## src/rtl/timer_pkg.sv

```systemverilog
package timer_pkg;
  localparam int DATA_W   = 32;
  localparam int NARROW_W = 16;
  localparam int ADDR_W   = 3;
  localparam int CTRL_W   = 8;

  localparam logic [ADDR_W-1:0] IDX_LOAD  = 3'd0;
  localparam logic [ADDR_W-1:0] IDX_VALUE = 3'd1;
  localparam logic [ADDR_W-1:0] IDX_CTRL  = 3'd2;
  localparam logic [ADDR_W-1:0] IDX_ICLR  = 3'd3;
  localparam logic [ADDR_W-1:0] IDX_RAW   = 3'd4;
  localparam logic [ADDR_W-1:0] IDX_MSK   = 3'd5;
  localparam logic [ADDR_W-1:0] IDX_BGLD  = 3'd6;

  typedef enum logic [1:0] {
    PRE_DIV1   = 2'd0,
    PRE_DIV16  = 2'd1,
    PRE_DIV256 = 2'd2,
    PRE_RSVD   = 2'd3
  } pre_e;

  typedef struct packed {
    logic en;
    logic periodic;
    logic ie;
    logic spare;
    pre_e pre;
    logic size32;
    logic oneshot;
  } ctrl_t;

  localparam logic [CTRL_W-1:0] CTRL_RST = 8'h20;
endpackage

```

## src/rtl/timer_prescale.sv

```systemverilog
module timer_prescale #(
  parameter int PRE_W    = 8,
  parameter int DIV_MID  = 16,
  parameter int DIV_HIGH = 256
) (
  input  logic             clk_i,
  input  logic             rst_ni,
  input  logic             tick_i,
  input  logic             en_i,
  input  timer_pkg::pre_e  pre_i,
  input  logic             restart_i,
  output logic             step_o
);
  localparam logic [PRE_W-1:0] LIM_MID  = PRE_W'(DIV_MID - 1);
  localparam logic [PRE_W-1:0] LIM_HIGH = PRE_W'(DIV_HIGH - 1);

  logic [PRE_W-1:0] phase_q;
  logic [PRE_W-1:0] lim;
  logic             hit;

  always_comb begin
    unique case (pre_i)
      timer_pkg::PRE_DIV16:  lim = LIM_MID;
      timer_pkg::PRE_DIV256: lim = LIM_HIGH;
      default:               lim = '0;
    endcase
  end

  assign hit    = (phase_q == lim);
  assign step_o = tick_i & en_i & hit & ~restart_i;

  always_ff @(posedge clk_i or negedge rst_ni) begin
    if (!rst_ni)                phase_q <= '0;
    else if (restart_i)         phase_q <= '0;
    else if (tick_i && en_i)    phase_q <= hit ? '0 : phase_q + 1'b1;
  end
endmodule

```

## src/rtl/timer_counter.sv

```systemverilog
module timer_counter #(
  parameter int DATA_W   = 32,
  parameter int NARROW_W = 16
) (
  input  logic              clk_i,
  input  logic              rst_ni,
  input  logic              step_i,
  input  logic              oneshot_i,
  input  logic              periodic_i,
  input  logic              size32_i,
  input  logic [DATA_W-1:0] reload_i,
  input  logic              load_now_i,
  input  logic [DATA_W-1:0] load_data_i,
  output logic [DATA_W-1:0] value_o,
  output logic              expire_o
);
  localparam logic [DATA_W-1:0] NARROW_MASK = {{(DATA_W-NARROW_W){1'b0}}, {NARROW_W{1'b1}}};
  localparam logic [DATA_W-1:0] ONE         = DATA_W'(1);

  logic [DATA_W-1:0] cnt_q, cnt_d;
  logic [DATA_W-1:0] width_mask;
  logic [DATA_W-1:0] eff;
  logic              freerun;
  logic              halted;
  logic              active;

  assign width_mask = size32_i ? '1 : NARROW_MASK;
  assign eff        = cnt_q & width_mask;
  assign freerun    = ~(oneshot_i | periodic_i);
  assign halted     = oneshot_i & (eff == '0);
  assign active     = step_i & ~halted;
  assign expire_o   = active & ~load_now_i & (eff <= ONE);
  assign value_o    = eff;

  function automatic logic [DATA_W-1:0] pick_reload(input logic fr,
                                                     input logic [DATA_W-1:0] src,
                                                     input logic [DATA_W-1:0] msk);
    return fr ? msk : (src & msk);
  endfunction

  always_comb begin
    cnt_d = cnt_q;
    if (load_now_i)
      cnt_d = pick_reload(freerun, load_data_i, width_mask);
    else if (expire_o)
      cnt_d = oneshot_i ? '0 : pick_reload(freerun, reload_i, width_mask);
    else if (active)
      cnt_d = eff - ONE;
  end

  always_ff @(posedge clk_i or negedge rst_ni) begin
    if (!rst_ni) cnt_q <= '1;
    else         cnt_q <= cnt_d;
  end
endmodule

```

## src/rtl/timer_regs.sv

```systemverilog
module timer_regs
  import timer_pkg::*;
#(
  parameter int DW = DATA_W,
  parameter int AW = ADDR_W
) (
  input  logic          clk_i,
  input  logic          rst_ni,
  input  logic          wr_i,
  input  logic [AW-1:0] addr_i,
  input  logic [DW-1:0] wdata_i,
  input  logic [DW-1:0] value_i,
  input  logic          expire_i,
  output ctrl_t         ctrl_o,
  output logic [DW-1:0] reload_o,
  output logic          load_now_o,
  output logic          ctrl_wr_o,
  output logic          raw_o,
  output logic [DW-1:0] rdata_o
);
  ctrl_t         ctrl_q;
  logic [DW-1:0] reload_q;
  logic          raw_q;
  logic          iclr_wr;
  logic          bgld_wr;

  assign load_now_o = wr_i & (addr_i == IDX_LOAD);
  assign ctrl_wr_o  = wr_i & (addr_i == IDX_CTRL);
  assign iclr_wr    = wr_i & (addr_i == IDX_ICLR);
  assign bgld_wr    = wr_i & (addr_i == IDX_BGLD);

  always_ff @(posedge clk_i or negedge rst_ni) begin
    if (!rst_ni) begin
      ctrl_q   <= ctrl_t'(CTRL_RST);
      reload_q <= '0;
      raw_q    <= 1'b0;
    end else begin
      if (ctrl_wr_o)               ctrl_q   <= ctrl_t'(wdata_i[CTRL_W-1:0]);
      if (load_now_o || bgld_wr)   reload_q <= wdata_i;
      if (expire_i)                raw_q    <= 1'b1;
      else if (iclr_wr)            raw_q    <= 1'b0;
    end
  end

  always_comb begin
    rdata_o = '0;
    unique case (addr_i)
      IDX_LOAD, IDX_BGLD: rdata_o = reload_q;
      IDX_VALUE:          rdata_o = value_i;
      IDX_CTRL:           rdata_o = DW'(ctrl_q);
      IDX_RAW:            rdata_o = DW'(raw_q);
      IDX_MSK:            rdata_o = DW'(raw_q & ctrl_q.ie);
      default:            rdata_o = '0;
    endcase
  end

  assign ctrl_o   = ctrl_q;
  assign reload_o = reload_q;
  assign raw_o    = raw_q;
endmodule

```

## src/rtl/interval_timer.sv

```systemverilog
module interval_timer
  import timer_pkg::*;
#(
  parameter int PRE_W    = 8,
  parameter int DIV_MID  = 16,
  parameter int DIV_HIGH = 256
) (
  input  logic              clk_i,
  input  logic              rst_ni,
  input  logic              tick_i,
  input  logic              wr_i,
  input  logic [ADDR_W-1:0] addr_i,
  input  logic [DATA_W-1:0] wdata_i,
  output logic [DATA_W-1:0] rdata_o,
  output logic              irq_o
);
  ctrl_t             ctrl;
  logic [DATA_W-1:0] reload;
  logic [DATA_W-1:0] value;
  logic              load_now;
  logic              ctrl_wr;
  logic              raw;
  logic              step;
  logic              expire;

  timer_regs #(.DW(DATA_W), .AW(ADDR_W)) u_regs (
    .clk_i      (clk_i),
    .rst_ni     (rst_ni),
    .wr_i       (wr_i),
    .addr_i     (addr_i),
    .wdata_i    (wdata_i),
    .value_i    (value),
    .expire_i   (expire),
    .ctrl_o     (ctrl),
    .reload_o   (reload),
    .load_now_o (load_now),
    .ctrl_wr_o  (ctrl_wr),
    .raw_o      (raw),
    .rdata_o    (rdata_o)
  );

  timer_prescale #(.PRE_W(PRE_W), .DIV_MID(DIV_MID), .DIV_HIGH(DIV_HIGH)) u_pre (
    .clk_i     (clk_i),
    .rst_ni    (rst_ni),
    .tick_i    (tick_i),
    .en_i      (ctrl.en),
    .pre_i     (ctrl.pre),
    .restart_i (ctrl_wr),
    .step_o    (step)
  );

  timer_counter #(.DATA_W(DATA_W), .NARROW_W(NARROW_W)) u_cnt (
    .clk_i       (clk_i),
    .rst_ni      (rst_ni),
    .step_i      (step),
    .oneshot_i   (ctrl.oneshot),
    .periodic_i  (ctrl.periodic),
    .size32_i    (ctrl.size32),
    .reload_i    (reload),
    .load_now_i  (load_now),
    .load_data_i (wdata_i),
    .value_o     (value),
    .expire_o    (expire)
  );

  assign irq_o = raw & ctrl.ie;
endmodule

```

## config.mk

```make
export PLATFORM = sky130hd
export DESIGN_NAME = interval_timer
export DESIGN_NICKNAME = d
export VERILOG_FILES = /design/src/rtl/timer_pkg.sv /design/src/rtl/timer_prescale.sv /design/src/rtl/timer_counter.sv /design/src/rtl/timer_regs.sv /design/src/rtl/interval_timer.sv
export SDC_FILE = /design/constraint.sdc
export NUM_CORES = 1
export LEC_CHECK = 0
export CAP_MARGIN = 20
export CORE_MARGIN = 4
export CORE_UTILIZATION = 70
export DETAILED_ROUTE_END_ITERATION = 8
export DONT_BUFFER_PORTS = 1
export PLACE_DENSITY_LB_ADDON = 0.05
export RECOVER_POWER = 50
export SLEW_MARGIN = 20
export SYNTH_ARGS = -nofsm -noshare
export SYNTH_HDL_FRONTEND = slang
export SYNTH_SLANG_ARGS = --single-unit
```

## constraint.sdc

```tcl
create_clock -name clk_i -period 4.45 [get_ports clk_i]
set_input_delay 0.445 -clock clk_i [delete_from_list [all_inputs] [get_ports clk_i]]
set_output_delay 0.445 -clock clk_i [all_outputs]
set_load 0.02 [all_outputs]
```

**Word level (Yosys, flattened, before mapping)**

Index checks and enable logic that the tools add are counted.

- Bits in registers: 81
- Input port bits: 39
- Output and inout port bits: 33
- Logic and storage cells: 65

- Add/subtract/negate cells: 2
- Magnitude comparators: 1
- Equality and inequality tests: 9
- Multiplexer cells: 14
- Bitwise logic cells: 20
- Reduce and logical (&&, ||, !) cells: 8

Operators by type and width:

| operator | number |
|---|---|
| 32-bit 2-to-1 mux | 7 |
| 32-bit case mux with 5 select lines | 1 |
| 32-bit bitwise AND | 3 |
| 32-bit by 1-bit <= comparator with 1-bit output (second input constant) | 1 |
| 32-bit zero test | 1 |
| 32-bit by 1-bit subtractor with 32-bit output (second input constant) | 1 |
| 8-bit 2-to-1 mux | 3 |
| 8-bit case mux with 2 select lines | 1 |
| 1-bit bitwise AND | 13 |
| 3-bit equality test (second input constant) | 3 |
| 8-bit by 1-bit adder with 8-bit output (second input constant) | 1 |
| 8-bit equality test | 1 |
| 3-bit by 2-bit equality test with 1-bit output (second input constant) | 2 |
| 2-bit nonzero test | 2 |
| 3-bit by 1-bit equality test with 1-bit output (second input constant) | 1 |
| 3-bit zero test | 1 |
| 1-bit inverter | 3 |
| 3-bit nonzero test | 1 |
| 2-bit by 1-bit equality test with 1-bit output (second input constant) | 1 |
| 2-bit equality test (second input constant) | 1 |
| 1-bit 2-to-1 mux | 2 |
| 2-bit OR reduction | 1 |
| 1-bit logical AND | 1 |
| 1-bit logical OR | 1 |
| 1-bit OR | 1 |

**Logic depth before layout (Yosys ltp)**

- Depth in word-level cells: 10
- Gate-level depth with buffers: 11
- Depth with buffers taken out: 8

**Modules after synthesis**

From an unflattened synthesis, not the netlist that was laid out.

- Cells, all modules: 651
- Area, all modules: 5,820.6 um^2

Modules (own cells, without submodules):

| module | instances | cells an instance | area an instance (um^2) | sequential area each (um^2) |
|---|---|---|---|---|
| timer_counter | 1 | 436 | 3,258.1 | 840.8 |
| timer_regs | 1 | 163 | 2,069.5 | 1,027.2 |
| timer_prescale | 1 | 51 | 486.7 | 200.2 |
| interval_timer | 1 | 1 | 6.3 | 0.0 |

**Least setup slack after synthesis**

Ideal clock, no wire load.

- Path type: register to register
- Start point: reg u_cnt.cnt_q[17]
- End point: reg u_cnt.cnt_q[14]
- Library setup time: 75 ps
- Arrival: 2,517 ps
- Data required time: 4,375 ps
- Setup slack: 1,859 ps
- Stages on the path, launching flop included: 9
- Path buffers: 2
- Period minus slack after synthesis: 2,591 ps
- Path through: dfstp_2 -> buf_6 -> or4_4 -> o41ai_4 -> or4b_1 -> buf_2 -> a211o_1 -> a21o_1 -> o211ai_2

- Word-level cells in the longest chain between the ends: 9
- Elaborated cells between the ends (all ways): 11
- Classes of those cells: order compare (1); mux (2); bitwise (6); reduce/logical (2)

RTL lines:

| element | line | source |
|---|---|---|
| start: declaration | timer_counter.sv:20 | `logic [DATA_W-1:0] cnt_q, cnt_d;` |
| start signal: assignment | timer_counter.sv:53 | `else cnt_q <= cnt_d;` |
| 32-bit bitwise AND * | timer_counter.sv:28 | `assign eff = cnt_q & width_mask;` |
| branches (longest 8 deep; another with 32-bit by 1-bit <= comparator with 1-bit output) | -- |  |

Every way passes the cells marked *.
A chain may end at the register's enable or synchronous reset.

**Worst setup path after layout**

- Start point: reg u_cnt.cnt_q[26]
- End point: reg u_cnt.cnt_q[14]

The elaborated chain is that of the path after synthesis.

==> flow_summary.toml <==
[logic_synthesis]
syn_area_per_cell_sq_um = 8.25
syn_area_sq_mm = 0.00570
gate_count_of_the_mapped_netlist = 691
synth_seq_area_share_pct = 36.3
synth_fp_nets = 734
postSynthRegisterBits = 81
yosys_most_used_dff = "sky130_fd_sc_hd__dfrtp_1"
synthesis.yosys.warnings = 0
async_flop_share_pct = 100
synth_top_area_share_pct = 21.1
synth_cell_types = 71
synth_enable_flop_cells = 0
synth_top_cell_by_area = "sky130_fd_sc_hd__dfrtp_1"
cells_taking_the_most_area_after_synthesis = "sky130_fd_sc_hd__dfrtp_1 (21%), sky130_fd_sc_hd__dfstp_2 (15%), sky130_fd_sc_hd__o21ai_0 (5.1%), sky130_fd_sc_hd__mux2_2 (4.9%), sky130_fd_sc_hd__nor2_1 (4.9%)"

[timing]
timing.clock.skew_ns = 0.0124
slew_violations = 82
finalSetupTns_ns = 0
hold_viol_final = 0
rsz0062_at_grt = "false"
min_period_over_period_pct = 70.6
layout_min_cycle_time_ns = 3.14
max_clock_freq_mhz = 318
setup_viol_count_final = 0
timing.max_slew.rel_slack_pct = -32.3
worst_slew_pin_slew_ns = 1.98

[grt]
maximum_number_of_pins_on_one_net_before_global_route_repair = 82
globalRouteTotalUtil_pct = 34.5
global_route_overflow = 0
number_of_antenna_violations_at_the_first_check_in_global_routing = 0
grt_pass1_vias = 5296
grt_first_pass_wirelength_um = 27200

[final_layout]
layout.nets = 702
most_frequent_standard_cell_in_the_layout_excluding_fill_and_tap_cells = "sky130_fd_sc_hd__nor2_1"
n_antenna_cell = 0
drive_gt1_share_pct = 15.1
flow.area_growth_from_synthesis_pct = 3.58
filler_cell_count = 600
commonest_cells_after_routing_fill_and_taps_aside = "sky130_fd_sc_hd__nor2_1 (74), sky130_fd_sc_hd__nand2_1 (66), sky130_fd_sc_hd__o21ai_0 (58)"
final_cells = 766

[drt]
dr.first_iter.drc_count = 510
wl_um = 16400
antenna_nets_post_route = 0
vias = 5415
highest_layer = "met4"
m1WireLength_um = 6600
route.detailed.wl_per_inst_um = 21.4
route.met3.wl_um = 1960
first_pass_iters = 9
met2WireLength_um = 7510
detail_route.vias_per_cell = 7.07
drcViolationCount = 0

[worst_setup_path]
crit_fanout = 16
critical-path-max-stage-delay_ns = 0.81
worstPathCellList = "or4_1, o41ai_4, or4b_1, nor2b_1, a21oi_1, o211ai_2"
critical_path.top_delay_family = "simple AND/OR/NAND/NOR gates"
end_kind = "flop"
timing.critical_path.buf_inv = 0
cp_data_required_time_ns = 4.73
critPathLaunchType = "flop"
worstPathArrival_ns = 3.42
worst-setup-path-type = "reg -> reg"
slowest_stage = "sky130_fd_sc_hd__or4b_1"

[clock_tree]
clkSlewWorstSetupHoldPaths_ns = 0.09
cts_root_buffer = "sky130_fd_sc_hd__clkbuf_8"
setup_repair_bufs_after_cts = 0
cts_tree = "built"
tritoncts.num_buffers = 9
cts.sink_count = 81
cts_htree_levels = 3
clk_latency_ns = 0.37
cts_resized = 0
clockBufferDepth = 2

[floorplanning]
dieArea_sq_mm = 0.00966
die-height_um = 98.3
initial_utilization_pct = 73.0
ioPinCount = 72
row_count = 32
floorplan.die.width_um = 98.3
fp.coreArea_sq_mm = 0.00781

[outcome]
outcome = "finished, violations left"
violations = "capacitance limit, slew limit"

[placed_design]
port_buffers = 0
gp_routability_congestion = 0.912
numPlacedInstances = 748
dp_hpwl_um = 11100

[pwr]
power_per_cell_area_mw_per_mm2 = 582
cellLeakagePower_nw = 2.33
peak_vdd_ir_uv = 286

[flow_run]
timing.max_cap.violations = 1

[hold_path]
worst_hold_path_type = "in -> reg"
report_power, final:
group | leakage [nW] | internal [W] | total (W) | switching (W)
clock | 0.104 | 0.000315 | 0.000582 | 0.000267
sequential | 0.936 | 0.00108 | 0.00149 | 0.000417
combinational | 1.29 | 0.000539 | 0.00136 | 0.000821
total | 2.33 | 0.00193 | 0.00344 | 0.00151
kinds of logic (layout without fill, tap and decap cells):
group / Yosys count / in the layout / synth area share [%]
fa+ha+maj: 4 / 4 / 0.878
compound gates: 224 / 224 / 25.7
simple gates: 257 / 257 / 22.8
xor+xnor: 13 / 13 / 2.00
mux: 34 / 34 / 6.52
buf+inv: 78 / 51 / 5.77
flops: 81 / 81 / 36.3
worst reg2reg max path, stage by stage (launching register included):
cell and delay, ns:
sky130_fd_sc_hd__dfstp_2 0.41, sky130_fd_sc_hd__or4_1 0.68, sky130_fd_sc_hd__o41ai_4 0.56, sky130_fd_sc_hd__or4b_1 0.81, sky130_fd_sc_hd__nor2b_1 0.32, sky130_fd_sc_hd__a21oi_1 0.18
sky130_fd_sc_hd__o211ai_2 0.09
final cells by class:
cell class | count | area, sq um | share of cell area [%]
Tap cell | 102 | 128 | 2.16
Sequential cell | 81 | 2070 | 35.0
Multi-Input combinational cell | 532 | 3330 | 56.4
Inverter | 22 | 82.6 | 1.40
Timing Repair Buffer | 13 | 93.8 | 1.59
Clock inverter | 4 | 70.1 | 1.19
Clock buffer | 12 | 135 | 2.29
per-stage QoR:
stage	hold WS [ns]	area, sq um	setup WS, ns	total power (W)	util, %
floorplan	0.149	5700	1.86	0.00248	-
global placement	0.152	5710	1.48	0.00272	73.1
detailed placement	0.152	5710	1.39	0.00279	73.1
CTS	0.192	5950	1.36	0.00340	76.2
global route	0.203	5910	1.19	0.00365	75.7
finish	0.195	5910	1.31	0.00344	75.7
sequential cells by signal (all words and copies together), names as in the netlist:
| signal | count |
|---|---|
| u_cnt.cnt_q | 32 |
| u_regs.reload_o | 32 |
| u_pre.phase_q | 8 |
| u_regs.ctrl_o | 8 |
| u_regs.raw_o | 1 |
timing repair:
action,CTS,global route
setup endpoints to repair,0,0
endpoints found under the hold margin,81,0
hold buffers,2,0
final timing paths:
path                                                  start                               to  slack (ns)  cells past startpoint
worst max-delay path            u_cnt.cnt_q[26]$_DFFE_PN1P_      u_cnt.cnt_q[14]$_DFFE_PN1P_        1.31                      6
worst min-delay path                             wdata_i[2]     u_regs.ctrl_o[2]$_DFFE_PN0N_        0.19                      2
worst max register to register  u_cnt.cnt_q[26]$_DFFE_PN1P_      u_cnt.cnt_q[14]$_DFFE_PN1P_        1.31                      6
worst min register to register   u_cnt.cnt_q[1]$_DFFE_PN1P_       u_cnt.cnt_q[1]$_DFFE_PN1P_        0.52                      2
max in group asynchronous                            rst_ni  u_regs.reload_o[20]$_DFFE_PN0P_        2.09                      2
min in group asynchronous                            rst_ni     u_regs.ctrl_o[0]$_DFFE_PN0N_        1.19                      2
metal layers:
layer | track usage (%) | up-vias
met2 | 54.1 | 357
met5 | 0 | -
met4 | 11.9 | 0
li1 | - | 2456
met3 | 7.79 | 29
met1 | 47.5 | 2573
synthesized netlist by cell type (5+ instances only):
cell and number:
sky130_fd_sc_hd__a211o_1 6, sky130_fd_sc_hd__o31ai_1 7, sky130_fd_sc_hd__a21o_1 5, sky130_fd_sc_hd__mux2i_1 9
sky130_fd_sc_hd__or4_1 9, sky130_fd_sc_hd__o21a_1 6, sky130_fd_sc_hd__dfstp_2 33, sky130_fd_sc_hd__or3_1 7
sky130_fd_sc_hd__a22oi_1 6, sky130_fd_sc_hd__nor2_1 75, sky130_fd_sc_hd__nand2b_1 7, sky130_fd_sc_hd__nand3_1 15
sky130_fd_sc_hd__o21ai_1 7, sky130_fd_sc_hd__xor2_1 8, sky130_fd_sc_hd__nor2b_1 6, sky130_fd_sc_hd__clkbuf_1 40
sky130_fd_sc_hd__inv_1 22, sky130_fd_sc_hd__a22o_1 22, sky130_fd_sc_hd__nand2_1 66, sky130_fd_sc_hd__a21oi_1 55
sky130_fd_sc_hd__xnor2_1 5, sky130_fd_sc_hd__nor4_1 7, sky130_fd_sc_hd__mux2_2 25, sky130_fd_sc_hd__a31oi_1 10
sky130_fd_sc_hd__o21ai_0 58, sky130_fd_sc_hd__nand4_1 9, sky130_fd_sc_hd__dfrtp_1 48, sky130_fd_sc_hd__nor3b_1 5
sky130_fd_sc_hd__o211ai_1 9, sky130_fd_sc_hd__and2_1 6, sky130_fd_sc_hd__buf_2 8, sky130_fd_sc_hd__nor3_1 22
Power figures use the tool's default switching activity.
